<file path="config.mk">
export PLATFORM = sky130hd
export DESIGN_NAME = two_level_obuf
export DESIGN_NICKNAME = d
export VERILOG_FILES = /design/src/rtl/tlob_pkg.sv /design/src/rtl/tlob_l1q.sv /design/src/rtl/tlob_pool.sv /design/src/rtl/tlob_dispatch.sv /design/src/rtl/two_level_obuf.sv
export SDC_FILE = /design/constraint.sdc
export NUM_CORES = 1
export LEC_CHECK = 0
export BUFFER_PORTS_ARGS = -buffer_cell sky130_fd_sc_hd__buf_2
export CAP_MARGIN = 10
export CORE_AREA = 4 4 199 201
export DETAILED_ROUTE_END_ITERATION = 8
export DIE_AREA = 0 0 203 205
export GPL_ROUTABILITY_DRIVEN = 0
export GPL_TIMING_DRIVEN = 1
export SLEW_MARGIN = 10
export SYNTH_ARGS = -nofsm -noshare
export SYNTH_HDL_FRONTEND = slang
export SYNTH_SLANG_ARGS = --single-unit
</file>
<file path="constraint.sdc">
create_clock -name clk -period 3.85 [get_ports clk]
set_clock_uncertainty 0.1 [all_clocks]
set_input_delay 0.77 -clock clk [delete_from_list [all_inputs] [get_ports clk]]
set_output_delay 0.77 -clock clk [all_outputs]
set_load 0.01 [all_outputs]
</file>
<file path="src/rtl/tlob_pkg.sv">
package tlob_pkg;

    localparam int NPORT = 5;
    localparam int DESTW = 3;

    typedef enum logic [2:0] {
        PORT_EAST  = 3'd0,
        PORT_SOUTH = 3'd1,
        PORT_WEST  = 3'd2,
        PORT_NORTH = 3'd3,
        PORT_PROC  = 3'd4
    } port_e;

    typedef enum logic {
        MODE_DIRECT = 1'b0,
        MODE_SPILL  = 1'b1
    } mode_e;

endpackage

</file>
<file path="src/rtl/tlob_l1q.sv">
module tlob_l1q #(
    parameter int W     = 8,
    parameter int DEPTH = 2
) (
    input  logic         clk,
    input  logic         rst_n,
    input  logic         push,
    input  logic [W-1:0] push_data,
    input  logic         pop,
    output logic         valid,
    output logic         full,
    output logic [W-1:0] head
);
    localparam int AW = (DEPTH > 1) ? $clog2(DEPTH) : 1;
    localparam int CW = $clog2(DEPTH + 1);

    logic [W-1:0]  slot_q [DEPTH];
    logic [AW-1:0] rd_ptr_q, wr_ptr_q;
    logic [CW-1:0] fill_q;

    function automatic logic [AW-1:0] bump(input logic [AW-1:0] p);
        return (p == AW'(DEPTH - 1)) ? '0 : p + AW'(1);
    endfunction

    assign valid = (fill_q != '0);
    assign full  = (fill_q == CW'(DEPTH));
    assign head  = slot_q[rd_ptr_q];

    always_ff @(posedge clk) begin
        if (!rst_n) begin
            rd_ptr_q <= '0;
            wr_ptr_q <= '0;
            fill_q   <= '0;
        end else begin
            if (push) wr_ptr_q <= bump(wr_ptr_q);
            if (pop)  rd_ptr_q <= bump(rd_ptr_q);
            if (push && !pop)      fill_q <= fill_q + CW'(1);
            else if (pop && !push) fill_q <= fill_q - CW'(1);
        end
    end

    always_ff @(posedge clk) begin
        if (push) slot_q[wr_ptr_q] <= push_data;
    end

endmodule

</file>
<file path="src/rtl/tlob_pool.sv">
module tlob_pool #(
    parameter int W     = 8,
    parameter int NP    = 5,
    parameter int PW    = 3,
    parameter int DEPTH = 8
) (
    input  logic            clk,
    input  logic            rst_n,
    input  logic            wr_en,
    input  logic [PW-1:0]   wr_port,
    input  logic [W-1:0]    wr_data,
    input  logic [NP-1:0]   rd_en,
    output logic [NP-1:0]   has_data,
    output logic [NP-1:0]   last_one,
    output logic [NP*W-1:0] head_data,
    output logic            full
);
    localparam int AW = (DEPTH > 1) ? $clog2(DEPTH) : 1;
    localparam int CW = $clog2(DEPTH + 1);

    logic [W-1:0]     cell_q [DEPTH];
    logic [AW-1:0]    next_q [DEPTH];
    logic [DEPTH-1:0] busy_q, busy_d;
    logic [AW-1:0]    first_q [NP];
    logic [AW-1:0]    last_q  [NP];
    logic [CW-1:0]    len_q   [NP];
    logic [AW-1:0]    alloc;

    // lowest free slot
    always_comb begin
        alloc = '0;
        for (int i = DEPTH - 1; i >= 0; i--) begin
            if (!busy_q[i]) alloc = AW'(i);
        end
    end

    assign full = &busy_q;

    generate
        for (genvar p = 0; p < NP; p++) begin : g_view
            assign has_data[p]          = (len_q[p] != '0);
            assign last_one[p]          = (len_q[p] == CW'(1));
            assign head_data[p*W +: W]  = cell_q[first_q[p]];
        end
    endgenerate

    always_comb begin
        busy_d = busy_q;
        for (int p = 0; p < NP; p++) begin
            if (rd_en[p]) busy_d[first_q[p]] = 1'b0;
        end
        if (wr_en) busy_d[alloc] = 1'b1;
    end

    always_ff @(posedge clk) begin
        if (!rst_n) begin
            busy_q <= '0;
            for (int p = 0; p < NP; p++) begin
                first_q[p] <= '0;
                last_q[p]  <= '0;
                len_q[p]   <= '0;
            end
        end else begin
            busy_q <= busy_d;
            for (int p = 0; p < NP; p++) begin
                if (rd_en[p] && wr_en && wr_port == PW'(p)) begin
                    first_q[p] <= (len_q[p] == CW'(1)) ? alloc : next_q[first_q[p]];
                    last_q[p]  <= alloc;
                end else if (rd_en[p]) begin
                    first_q[p] <= next_q[first_q[p]];
                    len_q[p]   <= len_q[p] - CW'(1);
                end else if (wr_en && wr_port == PW'(p)) begin
                    if (len_q[p] == '0) first_q[p] <= alloc;
                    last_q[p] <= alloc;
                    len_q[p]  <= len_q[p] + CW'(1);
                end
            end
        end
    end

    always_ff @(posedge clk) begin
        if (wr_en) cell_q[alloc] <= wr_data;
        for (int p = 0; p < NP; p++) begin
            if (wr_en && wr_port == PW'(p) && len_q[p] != '0)
                next_q[last_q[p]] <= alloc;
        end
    end

endmodule

</file>
<file path="src/rtl/tlob_dispatch.sv">
module tlob_dispatch
    import tlob_pkg::*;
(
    input  logic             clk,
    input  logic             rst_n,
    input  logic             in_valid,
    input  logic [DESTW-1:0] in_dest,
    input  logic [NPORT-1:0] cong,
    input  logic [NPORT-1:0] rd_req,
    input  logic [NPORT-1:0] l1_valid,
    input  logic [NPORT-1:0] l1_full,
    input  logic             pool_full,
    input  logic [NPORT-1:0] pool_last,
    output logic             in_stall,
    output logic [NPORT-1:0] l1_pop,
    output logic [NPORT-1:0] l1_push,
    output logic [NPORT-1:0] refill,
    output logic             pool_wr,
    output logic [NPORT-1:0] spill_mode
);
    mode_e            mode_q [NPORT];
    mode_e            mode_d [NPORT];
    logic [NPORT-1:0] sel, direct;
    logic             dest_ok, wants_pool;

    always_comb begin
        dest_ok = (in_dest <= PORT_PROC);
        for (int p = 0; p < NPORT; p++) begin
            sel[p]        = dest_ok && (in_dest == DESTW'(p));
            spill_mode[p] = (mode_q[p] == MODE_SPILL);
            l1_pop[p]     = rd_req[p] && l1_valid[p];
            refill[p]     = spill_mode[p] && (l1_pop[p] || (!l1_full[p] && !cong[p]));
            direct[p]     = sel[p] && !l1_full[p] && !cong[p] && !spill_mode[p];
        end
        wants_pool = in_valid && dest_ok && (direct == '0);
        in_stall   = wants_pool && pool_full;
        pool_wr    = wants_pool && !pool_full;
        for (int p = 0; p < NPORT; p++) begin
            l1_push[p] = refill[p] || (in_valid && direct[p]);
        end
    end

    // per-output mode: enter spill / drain
    always_comb begin
        for (int p = 0; p < NPORT; p++) begin
            mode_d[p] = mode_q[p];
            unique case (mode_q[p])
                MODE_DIRECT: if (pool_wr && sel[p]) mode_d[p] = MODE_SPILL;
                MODE_SPILL:  if (refill[p] && pool_last[p] && !(pool_wr && sel[p]))
                                 mode_d[p] = MODE_DIRECT;
            endcase
        end
    end

    always_ff @(posedge clk) begin
        for (int p = 0; p < NPORT; p++) begin
            if (!rst_n) mode_q[p] <= MODE_DIRECT;
            else        mode_q[p] <= mode_d[p];
        end
    end

endmodule

</file>
<file path="src/rtl/two_level_obuf.sv">
module two_level_obuf
    import tlob_pkg::*;
#(
    parameter int W          = 8,
    parameter int L1_DEPTH   = 2,
    parameter int POOL_DEPTH = 8
) (
    input  logic               clk,
    input  logic               rst_n,
    input  logic               in_valid,
    input  logic [DESTW-1:0]   in_dest,
    input  logic [W-1:0]       in_data,
    output logic               in_stall,
    input  logic [NPORT-1:0]   cong,
    input  logic [NPORT-1:0]   rd_req,
    output logic [NPORT-1:0]   out_valid,
    output logic [NPORT*W-1:0] out_data
);
    logic [NPORT-1:0]   l1_valid, l1_full, l1_pop, l1_push, refill;
    logic [NPORT-1:0]   pool_has, pool_last, spill_mode;
    logic [NPORT*W-1:0] pool_head;
    logic               pool_full, pool_wr;

    tlob_dispatch u_ctl (
        .clk        (clk),
        .rst_n      (rst_n),
        .in_valid   (in_valid),
        .in_dest    (in_dest),
        .cong       (cong),
        .rd_req     (rd_req),
        .l1_valid   (l1_valid),
        .l1_full    (l1_full),
        .pool_full  (pool_full),
        .pool_last  (pool_last),
        .in_stall   (in_stall),
        .l1_pop     (l1_pop),
        .l1_push    (l1_push),
        .refill     (refill),
        .pool_wr    (pool_wr),
        .spill_mode (spill_mode)
    );

    tlob_pool #(
        .W     (W),
        .NP    (NPORT),
        .PW    (DESTW),
        .DEPTH (POOL_DEPTH)
    ) u_pool (
        .clk       (clk),
        .rst_n     (rst_n),
        .wr_en     (pool_wr),
        .wr_port   (in_dest),
        .wr_data   (in_data),
        .rd_en     (refill),
        .has_data  (pool_has),
        .last_one  (pool_last),
        .head_data (pool_head),
        .full      (pool_full)
    );

    generate
        for (genvar g = 0; g < NPORT; g++) begin : g_l1
            tlob_l1q #(
                .W     (W),
                .DEPTH (L1_DEPTH)
            ) u_q (
                .clk       (clk),
                .rst_n     (rst_n),
                .push      (l1_push[g]),
                .push_data (refill[g] ? pool_head[g*W +: W] : in_data),
                .pop       (l1_pop[g]),
                .valid     (l1_valid[g]),
                .full      (l1_full[g]),
                .head      (out_data[g*W +: W])
            );
        end
    endgenerate

    assign out_valid = l1_valid;

endmodule

</file>
Word level (Yosys, flattened, before mapping)
Memories as Yosys holds them, arrays and structs flattened. A register that Yosys moved wholly into a read port is not among the register bits.
Index checks and enable logic that the tools add are counted.
{"block": "totals", "elab_cells": 550, "input_bits": 24, "mem_bits_rw": 223, "n_memories": 11, "out_inout_bits": 46, "reg_bits": 28}
{"memory": "u_pool.cell_q", "depth": 8, "word_bits": 8, "read_ports": 5, "rd_ports_with_merged_regs": 0, "write_ports": 1, "line_no": "tlob_pool.sv:21", "source": "logic [W-1:0] cell_q [DEPTH];"}
{"memory": "u_pool.next_q", "depth": 8, "word_bits": 3, "read_ports": 5, "rd_ports_with_merged_regs": 0, "write_ports": 1, "line_no": "tlob_pool.sv:22", "source": "logic [AW-1:0] next_q [DEPTH];"}
{"memory": "u_pool.len_q", "depth": 5, "word_bits": 4, "read_ports": 5, "rd_ports_with_merged_regs": 0, "write_ports": 5, "line_no": "tlob_pool.sv:26", "source": "logic [CW-1:0] len_q [NP];"}
{"memory": "g_l1[0].u_q.slot_q", "depth": 2, "word_bits": 8, "read_ports": 1, "rd_ports_with_merged_regs": 1, "write_ports": 1, "line_no": "tlob_l1q.sv:17", "source": "logic [W-1:0] slot_q [DEPTH];"}
{"memory": "g_l1[1].u_q.slot_q", "depth": 2, "word_bits": 8, "read_ports": 1, "rd_ports_with_merged_regs": 1, "write_ports": 1, "line_no": "tlob_l1q.sv:17"}
{"memory": "g_l1[2].u_q.slot_q", "depth": 2, "word_bits": 8, "read_ports": 1, "rd_ports_with_merged_regs": 1, "write_ports": 1, "line_no": "tlob_l1q.sv:17"}
{"memory": "+5 memories"}
{"block": "classes", "n_eq_ne": 14, "n_addsub": 30, "bitwise": 56, "n_lt_le_gt_ge": 13, "reduce_logical": 163, "muxes": 247}
{"cell": "$mux W1", "n": 159}
{"cell": "$mux W3", "n": 46}
{"cell": "$logic_and A1 B1 Y1", "n": 95}
{"cell": "$mux W8", "n": 11}
{"cell": "$and A8 B8 Y8", "n": 5}
{"cell": "$mux W4", "n": 10}
{"cell": "$not A8 Y8", "n": 5}
{"cell": "$or A1 B1 Y1", "n": 40}
{"cell": "$logic_not A1 Y1", "n": 31}
{"cell": "$lt A3 B4 Y1 const B", "n": 6}
{"cell": "$add A4 B1 Y4 const B", "n": 5}
{"cell": "$eq A4 B1 Y1 const B", "n": 5}
{"cell": "$logic_not A4 Y1", "n": 5}
{"cell": "$mux W2", "n": 10}
{"cell": "$reduce_bool A2 Y1", "n": 10}
{"cell": "$reduce_bool A4 Y1", "n": 5}
{"cell": "$sub A4 B1 Y4 const B", "n": 5}
{"cell": "$demux W1 S3", "n": 6}
{"cell": "$ge A3 B1 Y1 const B", "n": 6}
{"cell": "$reduce_or A3 Y1", "n": 4}
{"cell": "$add A1 B1 Y1 const B", "n": 10}
{"cell": "$add A2 B1 Y2 const B", "n": 5}
{"cell": "$eq A2 B2 Y1 const B", "n": 5}
{"cell": "$logic_or A1 B1 Y1", "n": 10}
{"cell": "11 further kinds", "n": 24}

Logic depth before layout (Yosys ltp)
Gate-level depths: netlist of the first run.
{"block": "logic_depth", "depth_word": 17, "ltp_mapped": 12, "ltp_nobuf": 10}

Modules after synthesis
From an unflattened synthesis of the first run, not the netlist that was laid out.
{"block": "unflattened", "hier_cells": 1107, "area_unflattened_um2": 15214.6}
{"module": "tlob_pool", "area_each_um2": 10045.9, "seq_area_each_um2": 4304.1, "cells_per_inst": 762, "instances": 1}
{"module": "tlob_l1q", "area_each_um2": 797.0, "seq_area_each_um2": 580.6, "cells_per_inst": 47, "instances": 5}
{"module": "two_level_obuf", "area_each_um2": 656.9, "seq_area_each_um2": 0.0, "cells_per_inst": 45, "instances": 1}
{"module": "tlob_dispatch", "area_each_um2": 526.8, "seq_area_each_um2": 100.1, "cells_per_inst": 65, "instances": 1}

Least setup slack after synthesis of the first run
Ideal clock, no wire load.
{"block": "synth_timing", "path_type": "in2reg", "from": "input in_dest[0]", "to": "memory u_pool.cell_q[1][0], enable pin", "setup_ns": 0.388, "path_buffers": 4, "setup_slack_ns": 0.376, "cell_stages": 9, "required_ns": 3.362, "arrival_ns": 2.986, "path_cell_list": "buf_4 -> or3b_1 -> buf_6 -> nor4_4 -> or3_1 -> buf_2 -> or4_1 -> buf_2 -> nor3b_1"}
{"block": "synth_via", "elab_chain_cells": 10, "word_cells_on_any_way": 32, "cone_classes": "order compare (1); eq/ne (4); mux (2); reduce/logical (25)"}
{"item": "from (decl)", "line_no": "two_level_obuf.sv:11", "source": "input logic [DESTW-1:0] in_dest,"}
{"item": "$le A3 B3 Y1, or another cell as far along", "line_no": "tlob_dispatch.sv:27", "source": "dest_ok = (in_dest <= PORT_PROC);"}
{"item": "$logic_and A1 B1 Y1", "line_no": "tlob_dispatch.sv:29", "source": "sel[p] = dest_ok && (in_dest == DESTW'(p));"}
{"item": "$logic_and A1 B1 Y1 (3 in a row)", "line_no": "tlob_dispatch.sv:33", "source": "direct[p] = sel[p] && !l1_full[p] && !cong[p] && !spill_mode[p];"}
{"item": "$logic_not A5 Y1", "line_no": "tlob_dispatch.sv:35", "source": "wants_pool = in_valid && dest_ok && (direct == '0);"}
{"item": "$logic_and A1 B1 Y1 *", "line_no": "tlob_dispatch.sv:35"}
{"item": "$logic_and A1 B1 Y1 *", "line_no": "tlob_dispatch.sv:37", "source": "pool_wr = wants_pool && !pool_full;"}
{"item": "$mux W1 *", "line_no": "tlob_pool.sv:82", "source": "if (wr_en) cell_q[alloc] <= wr_data;"}
{"item": "$mux W1 (not written as such) *", "line_no": "tlob_pool.sv:82"}
{"item": "to (decl)", "line_no": "tlob_pool.sv:21"}
Every way passes the cells marked *; elsewhere a longest branch is shown, timed or not.

Worst setup path after layout of the first run
{"block": "layout_timing", "from": "register g_l1[4].u_q.fill_q[1]", "to": "output in_stall"}
{"block": "layout_via", "elab_chain_cells": 8}
{"item": "from (decl)", "line_no": "tlob_l1q.sv:19", "source": "logic [CW-1:0] fill_q;"}
{"item": "from (signal assigned)", "line_no": "tlob_l1q.sv:37", "source": "if (push && !pop) fill_q <= fill_q + CW'(1);"}
{"item": "from (signal assigned)", "line_no": "tlob_l1q.sv:38", "source": "else if (pop && !push) fill_q <= fill_q - CW'(1);"}
{"item": "$eq A2 B2 Y1", "line_no": "tlob_l1q.sv:26", "source": "assign full = (fill_q == CW'(DEPTH));"}
{"item": "$logic_not A1 Y1", "line_no": "tlob_dispatch.sv:33"}
{"item": "$logic_and A1 B1 Y1 (3 in a row)", "line_no": "tlob_dispatch.sv:33"}
{"item": "$logic_not A5 Y1", "line_no": "tlob_dispatch.sv:35"}
{"item": "$logic_and A1 B1 Y1", "line_no": "tlob_dispatch.sv:35"}
{"item": "$logic_and A1 B1 Y1", "line_no": "tlob_dispatch.sv:36", "source": "in_stall = wants_pool && pool_full;"}
{"item": "to (decl)", "line_no": "two_level_obuf.sv:13", "source": "output logic in_stall,"}
Every way passes these cells.

==> results of run 1 <==
==> cell type report <==
class | count | area, um2 | area share [%]
clock buffers | 49 | 913 | 5.40
clock inverters | 5 | 70.1 | 0.414
inverters | 26 | 97.6 | 0.577
multi-input cells | 885 | 7120 | 42.1
flip-flops and latches | 256 | 7310 | 43.2
well taps | 511 | 639 | 3.78
repair buffers | 122 | 756 | 4.47
==> per-layer routing <==
metal  global-route usage [%]  up-vias  routed length (um)
li1                         -     4970                   -
met1                     27.7     5456               18100
met2                     34.7      493               21300
met3                     3.23      101                3120
met4                     6.79        0                1580
met5                        0        -                   0
==> kinds of logic after synthesis <==
kind of cell             after synthesis  share of synthesized area [%]
multiplexers                         191                           19.2
adder cells (fa/ha/maj)               20                           1.68
buffers and inverters                110                           3.22
flip-flops                           256                           49.0
AO/OA/AOI/OAI                        256                           11.8
AND/OR/NAND/NOR                      386                           13.2
XOR/XNOR                              32                           1.88
==> metrics by stage <==
| stage | hold slack, ps | util [%] | cells | power (mW) | cell area, um2 |
|---|---|---|---|---|---|
| 4_1_cts | 411 | 45.0 | 1854 | 7.62 | 16900 |
| 3_3_place_gp | 384 | 42.4 | 1800 | 4.78 | 15900 |
| 5_1_grt | 444 | 45.0 | 1854 | 7.87 | 16900 |
| 6_report | 410 | 45.0 | 1854 | 7.56 | 16900 |
| 3_5_place_dp | 396 | 42.4 | 1800 | 4.81 | 15900 |
| 2_1_floorplan | 371 | - | 1251 | 4.36 | 14900 |
==> placed cells by master (no fill, tap or decap), drive strengths merged, types with 25 or more instances in the layout <==
master  count
edfxtp    218
mux2       55
clkbuf     49
nand3      25
a21oi      58
nor3       32
dfxtp      38
nand2      92
buf       122
mux4       71
inv        28
mux2i      65
o21ai      60
nor2      123
==> worst min-delay path by stage <==
stage,endpoint,slack (ps),from
after CTS,g_l1[2].u_q.wr_ptr_q$_SDFFE_PN0N_,410,g_l1[2].u_q.wr_ptr_q$_SDFFE_PN0N_
final,g_l1[2].u_q.wr_ptr_q$_SDFFE_PN0N_,410,g_l1[2].u_q.wr_ptr_q$_SDFFE_PN0N_
after global placement,g_l1[2].u_q.wr_ptr_q$_SDFFE_PN0N_,380,g_l1[2].u_q.wr_ptr_q$_SDFFE_PN0N_
after global routing,g_l1[0].u_q.rd_ptr_q$_SDFFE_PN0P_,440,g_l1[0].u_q.rd_ptr_q$_SDFFE_PN0P_
after detailed placement,g_l1[3].u_q.rd_ptr_q$_SDFFE_PN0P_,400,g_l1[3].u_q.rd_ptr_q$_SDFFE_PN0P_
after floorplan,g_l1[2].u_q.fill_q[1]$_SDFFE_PN0P_,370,g_l1[2].u_q.fill_q[1]$_SDFFE_PN0P_
==> worst max-delay path: stages (launching register included) <==
cell     delay (ps)
dfxtp_1         390
nor2b_1         350
nor4_4           90
or3_1           520
or4_1           500
nor3_1          160
buf_2           170
==> flip-flops by register name (all words and copies together), names as in the netlist, named ones only <==
signal and count:
u_pool.next_q 24, u_pool.len_q 20, g_l1.u_q.fill_q 10, u_pool.cell_q 64, g_l1.u_q.slot_q 80, u_ctl.mode_q 5, u_pool.first_q 15, u_pool.last_q 15
u_pool.busy_q 8, g_l1.u_q.wr_ptr_q 5, g_l1.u_q.rd_ptr_q 5
==> where the power goes <==
group	switching, mW	internal [mW]
logic	0.736	0.618
registers	0.239	3.16
clock network	1.12	1.68
total	2.10	5.46
==> Yosys cell counts, types with 7 or more instances <==
master	instances
a211oi_1	20
nor3_1	30
mux2_2	55
a22o_1	9
a31oi_1	11
nand2b_1	7
o22ai_1	8
a221oi_1	14
xnor2_1	9
xor2_1	23
nand2_1	92
o21a_1	7
nor2_1	119
or2_2	11
and2_1	17
buf_4	9
nand3_1	24
mux2i_1	65
or3_1	10
a21oi_1	57
o21ai_0	56
edfxtp_1	218
dfxtp_1	38
a21o_1	8
ha_1	20
inv_1	25
mux4_2	71
clkbuf_1	43
a22oi_1	16
nor2b_1	18
buf_1	25
nand4_1	8
==> out/metrics.yaml, run 1 <==
wl_per_cell_um: 23.8
hold_violations: 0
crit_path_start: "g_l1[4].u_q.fill_q[1]$_SDFFE_PN0P_"
coreArea_mm2: 0.0376
nets: 1364
port-buffer-count: 69
path_max_fanout: 7
drt-total-wl_um: 44100
cap_violations: 0
cts.sinks: 256
yosysTopAreaCellShare_pct: 43.9
die-area_mm2: 0.0416
ys_warn_count: 0
synth_edf_count: 218
place_ws_ps: 143
yosysTopAreaCell: "edfxtp_1"
initial_core_util_pct: 39.7
async_flop_share_pct: 0
antenna_found_initial: 0
r2r_start: "g_l1[2].u_q.fill_q[1]$_SDFFE_PN0P_"
die_w_um: 203
drive_gt1_share_pct: 25.2
cts_tree: "yes"
ys_seq_elements: 256
synth_cells: 1251
reg2reg_to: "u_pool.next_q[5][2]$_DFFE_PP_"
clock_latency_ps: 580
final-setup-viol-count: 0
remaining_drc_errors: 0
htreeDepth: 1
cts_buffers: 29
synth.cell_area_mm2: 0.0149
cp.required_ps: 2980
clk_root_buffer_cell: "clkbuf_16"
num_io_pins: 70
synthTopCellsByArea: "edfxtp_1 (44%), mux4_2 (11%), dfxtp_1 (5.1%), mux2i_1 (4.4%), mux2_2 (4.2%)"
die_h_um: 205
tns_ps: 0
p_leak_nw: 5.95
crit_end: "in_stall"
final-max-slew-violation-count: 0
fillers: 3425
grt_pass1_wl_um: 66400
cts_buffer_depth: 3
grt_use_total_pct: 20.7
hp-class: "reg -> reg"
grt_max_degree: 38
reg2reg_depth: 7
grt.overflow.total: 0
grt_pass1_vias: 10700
ant_nets: 0
cts_resized: 0
post-route-period-util_pct: 94.0
min_period_ps: 3620
worstMarginPinSlew_ps: 1220
drtIter0Drc: 1265
postSynthAreaPerCell_um2: 11.9
critPathLaunchType: "flip-flop"
synth-seq-area-share_pct: 49.0
rsz0062_at_grt: "false"
maxSlewHeadroom_pct: 18.8
dpl.hpwl_um: 32200
num_rows: 71
crit_type: "reg -> out"
rrSetupSlack_ps: 420
antenna_cells: 0
clk_pin_slew_ps: 60
status: "completed"
power_density_mw_per_mm2: 447
drtPass1Iterations: 5
worstHoldPathCells: 2
cp-end-kind: "primary output"
synth_cell_type_count: 88
vdd_ir_drop_max_mv: 0.344
cts_setup_buffers: 0
vias: 11000
synth_nets: 1295
layout_setup_ws_ps: 230
viasPerCell: 5.94
area_delta_synth_final_pct: 13.4
max_freq_mhz: 276
synth_flop_cell: "edfxtp_1"
arrival_ps: 2750
cts_hold_buffers: 0
No activity file was read; power rests on OpenSTA's default activity.
==> inputs of run 2 (changes only) <==
--- a/config.mk
+++ b/config.mk
@@ -7,12 +7,13 @@
 export LEC_CHECK = 0
 export BUFFER_PORTS_ARGS = -buffer_cell sky130_fd_sc_hd__buf_2
 export CAP_MARGIN = 10
-export CORE_AREA = 4 4 199 201
+export CORE_AREA = 4 4 201 203
 export DETAILED_ROUTE_END_ITERATION = 8
-export DIE_AREA = 0 0 203 205
+export DIE_AREA = 0 0 205 207
 export GPL_ROUTABILITY_DRIVEN = 0
 export GPL_TIMING_DRIVEN = 1
 export SLEW_MARGIN = 10
 export SYNTH_ARGS = -nofsm -noshare
 export SYNTH_HDL_FRONTEND = slang
+export SYNTH_HIERARCHICAL = 1
 export SYNTH_SLANG_ARGS = --single-unit
==> run 2 against run 1 <==
Worst hold slack got worse by 10 ps. Die area increased by 2.0%. Sequential power about the same. Register-to-register slack improved by 20 ps. Worst setup slack improved by 210 ps. Maximum frequency increased by 6.2%. Final cell count decreased by 6.5%. Critical path type is now reg -> reg. Highest routed layer unchanged.
==> out/metrics.yaml, run 2 <==
cts_tree: "yes"
p_leak_nw: 6.06
post-route-cell-area_mm2: 0.0173
final-setup-viol-count: 0
drive_gt1_share_pct: 35.4
largest-register: "g_l1.u_q/slot_q"
wl_per_cell_um: 23.6
ys_warn_count: 6
cp-end-kind: "flip-flop"
num_io_pins: 70
cp.required_ps: 4030
critPathLaunchType: "flip-flop"
power_density_mw_per_mm2: 442
finish.utilization_pct: 44.9
dpl.hpwl_um: 29200
hold_slack_ps: 399
antenna_found_initial: 0
cts_buffer_depth: 3
grt.overflow.total: 0
vdd_ir_drop_max_mv: 0.289
clock_latency_ps: 560
synth.cell_area_mm2: 0.0152
vias: 10000
final-max-slew-violation-count: 0
remaining_drc_errors: 0
final_cell_mix: "edfxtp_1 (218), mux4_2 (108), nand2_1 (82), mux2_2 (72), buf_2 (69)"
cts_resized: 0
die_w_um: 205
path_max_fanout: 13
min_period_ps: 3410
clk_root_buffer_cell: "clkbuf_16"
synth_nets: 1149
drtPass1Iterations: 6
grt_pass1_vias: 10100
rsz0062_at_grt: "false"
max_freq_mhz: 293
drt-total-wl_um: 40900
die-area_mm2: 0.0424
num_rows: 72
cts_setup_buffers: 0
largest_reg_flops: 80
htreeDepth: 1
cap_violations: 0
viasPerCell: 5.79
synth_cells: 1101
status: "completed"
initial_core_util_pct: 39.4
maxSlewHeadroom_pct: 13.3
cts_buffers: 29
drtIter0Drc: 924
antenna_cells: 0
postSynthAreaPerCell_um2: 13.8
final_common_cell: "edfxtp_1"
hp-class: "reg -> reg"
cts_hold_buffers: 0
port-buffer-count: 69
area_delta_synth_final_pct: 13.7
post-route-period-util_pct: 88.6
nets: 1241
clk_pin_slew_ps: 60
worstMarginPinSlew_ps: 1290
die_h_um: 207
grt_pass1_wl_um: 62100
grt_max_degree: 32
crit_type: "reg -> reg"
coreArea_mm2: 0.0385
hold_violations: 0
ant_nets: 0
cts.sinks: 256
arrival_ps: 3580
grt_use_total_pct: 18.9
post_dp_cell_area_mm2: 0.0163
rrSetupSlack_ps: 440
-- run 2: cell type report --
cell class | instances | area, um2
clock buffers | 32 | 737
fillers | 3488 | 21200
repair buffers | 131 | 836
multi-input cells | 743 | 7370
flip-flops and latches | 256 | 7310
inverters | 32 | 120
well taps | 518 | 648
clock inverters | 22 | 236
-- run 2: metrics by stage --
stage,setup WS [ps],power (mW),instances,TNS [ps]
detailed placement,-1.37,4.87,1680,-4.07
global route,313,7.96,1734,0
floorplan,184,4.37,1101,0
global placement,-36.9,4.85,1680,-183
CTS,466,7.70,1734,0
finish,441,7.63,1734,0
-- run 2: where the power goes --
group | internal [mW] | total, mW | leakage, nW | switching [mW]
combinational | 0.724 | 1.43 | 3.23 | 0.704
sequential | 3.17 | 3.38 | 2.35 | 0.214
clock | 1.66 | 2.82 | 0.482 | 1.16
total | 5.55 | 7.63 | 6.06 | 2.08
-- run 2: critical path: stages (launching register included) --
cell and delay [ps]:
dfxtp_1 390, and2b_2 290, or4_1 540, and4_4 230
and2_2 260, and4bb_2 310, a22o_1 270, a21oi_1 230
o221ai_2 170, nor3_1 170, buf_4 160
-- run 2: layer usage --
| layer | GRT usage (%) | share of wire [%] | vias up |
|---|---|---|---|
| met3 | 3.16 | 6.9 | 77 |
| met4 | 5.80 | 3.2 | 0 |
| met2 | 31.3 | 48 | 428 |
| li1 | - | - | 4522 |
| met1 | 25.5 | 42 | 5012 |
| met5 | 0 | 0 | - |
-- run 2: path summary, 6_finish.rpt --
path / startpoint / end / cells after the start
hold reg to reg: g_l1[2].u_q/fill_q[1]$_SDFFE_PN0P_ / g_l1[2].u_q/fill_q[1]$_SDFFE_PN0P_ / 2
setup reg to reg: g_l1[0].u_q/fill_q[0]$_SDFFE_PN0P_ / u_pool/next_q[6][2]$_DFFE_PP_ / 10
setup / recovery: g_l1[0].u_q/fill_q[0]$_SDFFE_PN0P_ / u_pool/next_q[6][2]$_DFFE_PP_ / 10
hold / removal: g_l1[2].u_q/fill_q[1]$_SDFFE_PN0P_ / g_l1[2].u_q/fill_q[1]$_SDFFE_PN0P_ / 2
